==> config.mk <==
export PLATFORM = sky130hd
export DESIGN_NAME = dram_dual_port_ctrl
export DESIGN_NICKNAME = d
export VERILOG_FILES = /design/src/rtl/dpc_pkg.sv /design/src/rtl/dpc_rfsh_sync.sv /design/src/rtl/dpc_arbiter.sv /design/src/rtl/dpc_addr_path.sv /design/src/rtl/dpc_sequencer.sv /design/src/rtl/dram_dual_port_ctrl.sv
export SDC_FILE = /design/constraint.sdc
export NUM_CORES = 1
export LEC_CHECK = 0
export ABC_AREA = 1
export BUFFER_PORTS_ARGS = -buffer_cell sky130_fd_sc_hd__buf_2
export CELL_PAD_IN_SITES_DETAIL_PLACEMENT = 1
export CELL_PAD_IN_SITES_GLOBAL_PLACEMENT = 2
export CORE_ASPECT_RATIO = 0.7
export CORE_UTILIZATION = 29
export DETAILED_ROUTE_END_ITERATION = 8
export HOLD_SLACK_MARGIN = 0.05
export PLACE_DENSITY = 0.79
export REMOVE_ABC_BUFFERS = 1
export SYNTH_ARGS = -nofsm -noshare
export SYNTH_HDL_FRONTEND = slang
export SYNTH_SLANG_ARGS = --single-unit
export TNS_END_PERCENT = 20
==> constraint.sdc <==
create_clock -name clk -period 2.5 [get_ports clk]
set_input_delay 0.25 -clock clk [delete_from_list [all_inputs] [get_ports clk]]
set_output_delay 0.25 -clock clk [all_outputs]
set_load 0.05 [all_outputs]
==> src/rtl/dpc_pkg.sv <==
package dpc_pkg;

  typedef enum logic [2:0] {
    S_IDLE,
    S_ROW,
    S_RAS,
    S_COL,
    S_ACK,
    S_PRE,
    S_RF_ROW,
    S_RF_RAS
  } dpc_state_e;

  typedef enum logic [1:0] {
    MA_ROW,
    MA_COL,
    MA_RFSH
  } ma_src_e;

endpackage

==> src/rtl/dpc_rfsh_sync.sv <==
module dpc_rfsh_sync #(
  parameter int STAGES = 2
) (
  input  logic clk,
  input  logic rst_n,
  input  logic rfsh_clk_i,
  input  logic take_i,
  output logic pend_o
);

  // STAGES synchroniser flops plus one history flop for edge detection
  logic [STAGES:0] sh_q;
  logic            rise;

  always_ff @(posedge clk or negedge rst_n) begin
    if (!rst_n) sh_q <= '0;
    else        sh_q <= {sh_q[STAGES-1:0], rfsh_clk_i};
  end

  assign rise = sh_q[STAGES-1] & ~sh_q[STAGES];

  // a new edge wins over the clear so that no request is dropped
  always_ff @(posedge clk or negedge rst_n) begin
    if (!rst_n)      pend_o <= 1'b0;
    else if (rise)   pend_o <= 1'b1;
    else if (take_i) pend_o <= 1'b0;
  end

endmodule

==> src/rtl/dpc_arbiter.sv <==
module dpc_arbiter (
  input  logic       clk,
  input  logic       rst_n,
  input  logic [1:0] req_i,
  input  logic       commit_i,
  output logic       win_o,
  output logic       any_o
);

  logic last_q;

  always_comb begin
    any_o = |req_i;
    if (req_i == 2'b11) win_o = ~last_q;
    else                win_o = req_i[1];
  end

  // reset value 1 lets port 0 win the first contest
  always_ff @(posedge clk or negedge rst_n) begin
    if (!rst_n)        last_q <= 1'b1;
    else if (commit_i) last_q <= win_o;
  end

endmodule

==> src/rtl/dpc_addr_path.sv <==
module dpc_addr_path
  import dpc_pkg::*;
#(
  parameter int MA_W       = 9,
  parameter bit LATCH_ADDR = 1'b1,
  localparam int AW        = 2 * MA_W
) (
  input  logic            clk,
  input  logic            rst_n,
  input  logic [AW-1:0]   addr0_i,
  input  logic [AW-1:0]   addr1_i,
  input  logic            cap_i,
  input  logic            cap_sel_i,
  input  logic            cur_sel_i,
  input  logic            rf_step_i,
  input  ma_src_e         src_i,
  output logic [MA_W-1:0] ma_o
);

  logic [AW-1:0]   act;
  logic [MA_W-1:0] rf_cnt_q;

  generate
    if (LATCH_ADDR) begin : g_latch
      logic [AW-1:0] held_q;
      always_ff @(posedge clk or negedge rst_n) begin
        if (!rst_n)     held_q <= '0;
        else if (cap_i) held_q <= cap_sel_i ? addr1_i : addr0_i;
      end
      assign act = held_q;
    end else begin : g_live
      assign act = cur_sel_i ? addr1_i : addr0_i;
    end
  endgenerate

  always_ff @(posedge clk or negedge rst_n) begin
    if (!rst_n)         rf_cnt_q <= '0;
    else if (rf_step_i) rf_cnt_q <= rf_cnt_q + 1'b1;
  end

  always_comb begin
    unique case (src_i)
      MA_COL:  ma_o = act[AW-1:MA_W];
      MA_RFSH: ma_o = rf_cnt_q;
      default: ma_o = act[MA_W-1:0];
    endcase
  end

endmodule

==> src/rtl/dpc_sequencer.sv <==
module dpc_sequencer
  import dpc_pkg::*;
#(
  parameter int PRE_CYC    = 2,
  parameter int RF_RAS_CYC = 2,
  localparam int MAXC      = (PRE_CYC > RF_RAS_CYC) ? PRE_CYC : RF_RAS_CYC,
  localparam int CNT_W     = $clog2(MAXC + 1)
) (
  input  logic       clk,
  input  logic       rst_n,
  input  logic [1:0] req_i,
  input  logic       any_i,
  input  logic       win_i,
  input  logic       rf_pend_i,
  output logic       rf_take_o,
  output logic       commit_o,
  output logic       port_sel_o,
  output logic       grant_o,
  output logic       ras_n_o,
  output logic       cas_en_o,
  output logic       dtack_o,
  output logic       rf_step_o,
  output ma_src_e    src_o
);

  dpc_state_e       st_q;
  logic [CNT_W-1:0] cnt_q;
  logic             sel_q;

  always_ff @(posedge clk or negedge rst_n) begin
    if (!rst_n) begin
      st_q  <= S_IDLE;
      cnt_q <= '0;
      sel_q <= 1'b0;
    end else begin
      unique case (st_q)
        S_IDLE: begin
          if (rf_pend_i) st_q <= S_RF_ROW;
          else if (any_i) begin
            st_q  <= S_ROW;
            sel_q <= win_i;
          end
        end
        S_ROW: st_q <= S_RAS;
        S_RAS: st_q <= S_COL;
        S_COL: st_q <= S_ACK;
        S_ACK: begin
          if (!req_i[sel_q]) begin
            st_q  <= S_PRE;
            cnt_q <= CNT_W'(PRE_CYC - 1);
          end
        end
        S_PRE: begin
          if (cnt_q == '0) st_q <= S_IDLE;
          else             cnt_q <= cnt_q - 1'b1;
        end
        S_RF_ROW: begin
          st_q  <= S_RF_RAS;
          cnt_q <= CNT_W'(RF_RAS_CYC - 1);
        end
        S_RF_RAS: begin
          if (cnt_q == '0) begin
            st_q  <= S_PRE;
            cnt_q <= CNT_W'(PRE_CYC - 1);
          end else begin
            cnt_q <= cnt_q - 1'b1;
          end
        end
        default: st_q <= S_IDLE;
      endcase
    end
  end

  always_comb begin
    rf_take_o  = (st_q == S_IDLE) && rf_pend_i;
    commit_o   = (st_q == S_IDLE) && !rf_pend_i && any_i;
    rf_step_o  = (st_q == S_RF_RAS) && (cnt_q == '0);
    port_sel_o = sel_q;
    grant_o    = (st_q == S_ROW) || (st_q == S_RAS) ||
                 (st_q == S_COL) || (st_q == S_ACK);
    ras_n_o    = !((st_q == S_RAS) || (st_q == S_COL) ||
                   (st_q == S_ACK) || (st_q == S_RF_RAS));
    cas_en_o   = (st_q == S_COL) || (st_q == S_ACK);
    dtack_o    = (st_q == S_ACK);
    unique case (st_q)
      S_COL, S_ACK:       src_o = MA_COL;
      S_RF_ROW, S_RF_RAS: src_o = MA_RFSH;
      default:            src_o = MA_ROW;
    endcase
  end

endmodule

==> src/rtl/dram_dual_port_ctrl.sv <==
module dram_dual_port_ctrl
  import dpc_pkg::*;
#(
  parameter int MA_W        = 9,
  parameter int PRE_CYC     = 2,
  parameter int RF_RAS_CYC  = 2,
  parameter int SYNC_STAGES = 2,
  parameter bit LATCH_ADDR  = 1'b1,
  localparam int AW         = 2 * MA_W
) (
  input  logic            clk,
  input  logic            rst_n,
  input  logic            req0,
  input  logic            req1,
  input  logic [AW-1:0]   addr0,
  input  logic [AW-1:0]   addr1,
  input  logic            rfsh_clk,
  output logic            grant,
  output logic            port_sel,
  output logic            ras_n,
  output logic            cas_en,
  output logic            dtack,
  output logic [MA_W-1:0] ma
);

  logic [1:0] req_v;
  logic       rf_pend, rf_take, commit, win, any_req, rf_step;
  ma_src_e    src;

  assign req_v = {req1, req0};

  dpc_rfsh_sync #(.STAGES(SYNC_STAGES)) u_sync (
    .clk        (clk),
    .rst_n      (rst_n),
    .rfsh_clk_i (rfsh_clk),
    .take_i     (rf_take),
    .pend_o     (rf_pend)
  );

  dpc_arbiter u_arb (
    .clk      (clk),
    .rst_n    (rst_n),
    .req_i    (req_v),
    .commit_i (commit),
    .win_o    (win),
    .any_o    (any_req)
  );

  dpc_sequencer #(.PRE_CYC(PRE_CYC), .RF_RAS_CYC(RF_RAS_CYC)) u_seq (
    .clk        (clk),
    .rst_n      (rst_n),
    .req_i      (req_v),
    .any_i      (any_req),
    .win_i      (win),
    .rf_pend_i  (rf_pend),
    .rf_take_o  (rf_take),
    .commit_o   (commit),
    .port_sel_o (port_sel),
    .grant_o    (grant),
    .ras_n_o    (ras_n),
    .cas_en_o   (cas_en),
    .dtack_o    (dtack),
    .rf_step_o  (rf_step),
    .src_o      (src)
  );

  dpc_addr_path #(.MA_W(MA_W), .LATCH_ADDR(LATCH_ADDR)) u_addr (
    .clk       (clk),
    .rst_n     (rst_n),
    .addr0_i   (addr0),
    .addr1_i   (addr1),
    .cap_i     (commit),
    .cap_sel_i (win),
    .cur_sel_i (port_sel),
    .rf_step_i (rf_step),
    .src_i     (src),
    .ma_o      (ma)
  );

endmodule

==> flow_summary.ini <==
[clock_tree]
path_clk_slew_ns = 0.08
cts.sink_count = 38
h-tree-depth = 2
clk_path_buf_depth = 2
cts_root_buffer = clkbuf_8
clk_latency_ns = 0.29
numCtsBuffers = 5
cts_tree = yes

[sta]
worst_pin_slew_ns = 0.869
hold_violations = 0
setup_violations = 0
skew_ns = 0.00751
slew_violations = 0
slew_headroom_pct = 42.1
hold_slack_ns = 0.0695
fmax_mhz = 424
timing.final.crit_share_pct = 94.4
fin_setup_tns_ns = 0
fin_crit_ns = 2.36

[routing]
wl_mm = 5.76
drtIter0Drc = 75
drc = 0
wl_per_cell_um = 12.4
drtAntennaViolNets = 0
firstDrtPassIters = 4
vias = 2065
via_per_inst = 4.45

[setup_path]
r2r_slack_ns = 0.75
crit_type = reg -> out
worst_setup_path_end_kind = primary output
rr_worst_depth = 8
crit_arrival_ns = 2.11
worstPathMaxFanout = 18
cp-start-kind = register
rr_startpoint = u_seq.st_q[0]
crit_required_ns = 2.25
r2r-end = u_seq.port_sel_o

[synthesis]
yosysWarningCount = 0
synth_area_um2 = 2260
synth_cell_types = 29
avgSynthCellArea_um2 = 7.38
synth-seq-cells = 38
netlist_instances = 306
seq_area_frac_synth_pct = 42.1

[floorplan]
coreArea_um2 = 7420
die-area_um2 = 8150
die_width_um = 108
start_util_pct = 30.5
rows = 26
fp.dieH_um = 75.9
ios = 55

[power_and_ir_drop]
vdd_drop_max_uv = 489
p_leak_nw = 1.43
power.density_nw_per_um2 = 1290

[placed_design]
gp_congestion = 0.856
dp_hpwl_mm = 4.37
numPortBuffers = 54

[global_route]
grt_pass1_vias = 2123
grt_first_pass_wirelength_mm = 9.86
grt_usage_pct = 15.7
gr-total-overflow = 0
antenna_found_initial = 0
grt_max_degree = 39

[finish]
final_cell_mix = nand2_1 (119), buf_2 (48), inv_1 (42)
drive_above_1_share_pct = 25.1
area_growth_pct = 21.5
antennaDiodeCount = 0
final_common_cell = nand2_1
finish.net_count = 411

[worst_hold_path]
holdCritPathClass = in -> async

[status]
status = completed

[run]
drv_cap = 0
## worst max-delay path: stages (launching register included)
cell      delay (ns)
dfrtp_2         0.46
inv_2           0.12
nand2_4         0.08
nor2_2          0.13
nor2_2          0.07
ha_1            0.29
inv_1           0.07
buf_6           0.18
nand2_1         0.08
o21ai_0         0.09
clkbuf_4        0.27
## timing repair
item,in CTS,in global routing
cloned,0,0
resized for setup,3,11
hold endpoints to repair,0,0
buffers inserted,0,0
endpoints found under the setup margin,9,9
hold buffers,0,0
## state kept, by name, summed over array words and instances (netlist names), named ones only
| signal | count |
|---|---|
| u_addr.rf_cnt_q | 9 |
| u_seq.cnt_q | 2 |
| u_arb.last_q | 1 |
| u_seq.st_q | 2 |
| u_seq.port_sel_o | 1 |
| u_sync.pend_o | 1 |
| u_sync.sh_q | 3 |
| u_addr.act | 18 |
## cell usage after synthesis, drive strengths merged
cell type / number / share of area [%]
nand3: 10 / 2.2
dfstp: 1 / 1.2
xor2: 6 / 2.3
nor2: 12 / 2.3
o221ai: 1 / 0.39
clkinv: 4 / 0.66
dfrtp: 37 / 41
a21oi: 5 / 1.1
clkbuf: 2 / 0.50
nand2: 122 / 21
nand4: 2 / 1.2
inv: 44 / 7.3
buf: 7 / 2.8
ha: 5 / 2.8
o21ai: 33 / 9.0
o22ai: 11 / 3.0
nor3: 4 / 1.4
## worst max-delay path by stage
stage,start,to,slack [ns],cells after the start
6_report,u_seq.st_q[0],ma[1],0.14,10
5_1_grt,u_seq.st_q[0],ma[8],-0.04,10
4_1_cts,u_seq.st_q[0],ma[1],0.008,10
3_5_place_dp,u_seq.st_q[0],ma[4],0.17,10
3_3_place_gp,u_seq.st_q[0],ma[4],0.23,10
2_1_floorplan,register,ma[0],-0.95,6
## power breakdown
part           switching (mW)  total, mW  internal, mW
sequential              0.115      0.964         0.849
clock                   0.221      0.418         0.197
combinational            1.53       2.15         0.618
total                    1.87       3.53          1.66
## layer usage
layer,up-vias,wire length [um],global-route usage [%]
met4,0,91,5.78
met2,55,2360,24.7
met5,-,0,0
li1,1067,-,-
met3,8,314,3.42
met1,935,2990,21.3
## final cells by class
type / instances / area (um^2)
inverter: 48 / 185
sequential: 38 / 953
clock inverter: 2 / 13.8
timing repair buffer: 61 / 342
fill: 976 / 4670
multi-input combinational: 211 / 1060
clock buffer: 6 / 72.6
tap: 98 / 123
## cell families (layout without fill, tap and decap cells)
family | count (synthesis) | in the layout | synth area share (%)
xor+xnor | 6 | 6 | 2.33
buf+inv | 57 | 117 | 11.3
compound gates | 50 | 50 | 13.5
simple gates | 150 | 150 | 28.0
flops | 38 | 38 | 42.1
fa+ha+maj | 5 | 5 | 2.77
## metrics by stage
stage          area [um^2]  total power [mW]  cells  setup WS (ns)  util, %
2_1_floorplan         2180              2.49    297         -0.945        -
3_3_place_gp          2630              3.02    456          0.228     35.5
3_5_place_dp          2630              3.06    456          0.165     35.5
4_1_cts               2720              3.51    464        0.00848     36.7
5_1_grt               2750              3.84    464        -0.0356     37.0
6_report              2750              3.53    464          0.140     37.0
Power figures use the tool's default switching activity.
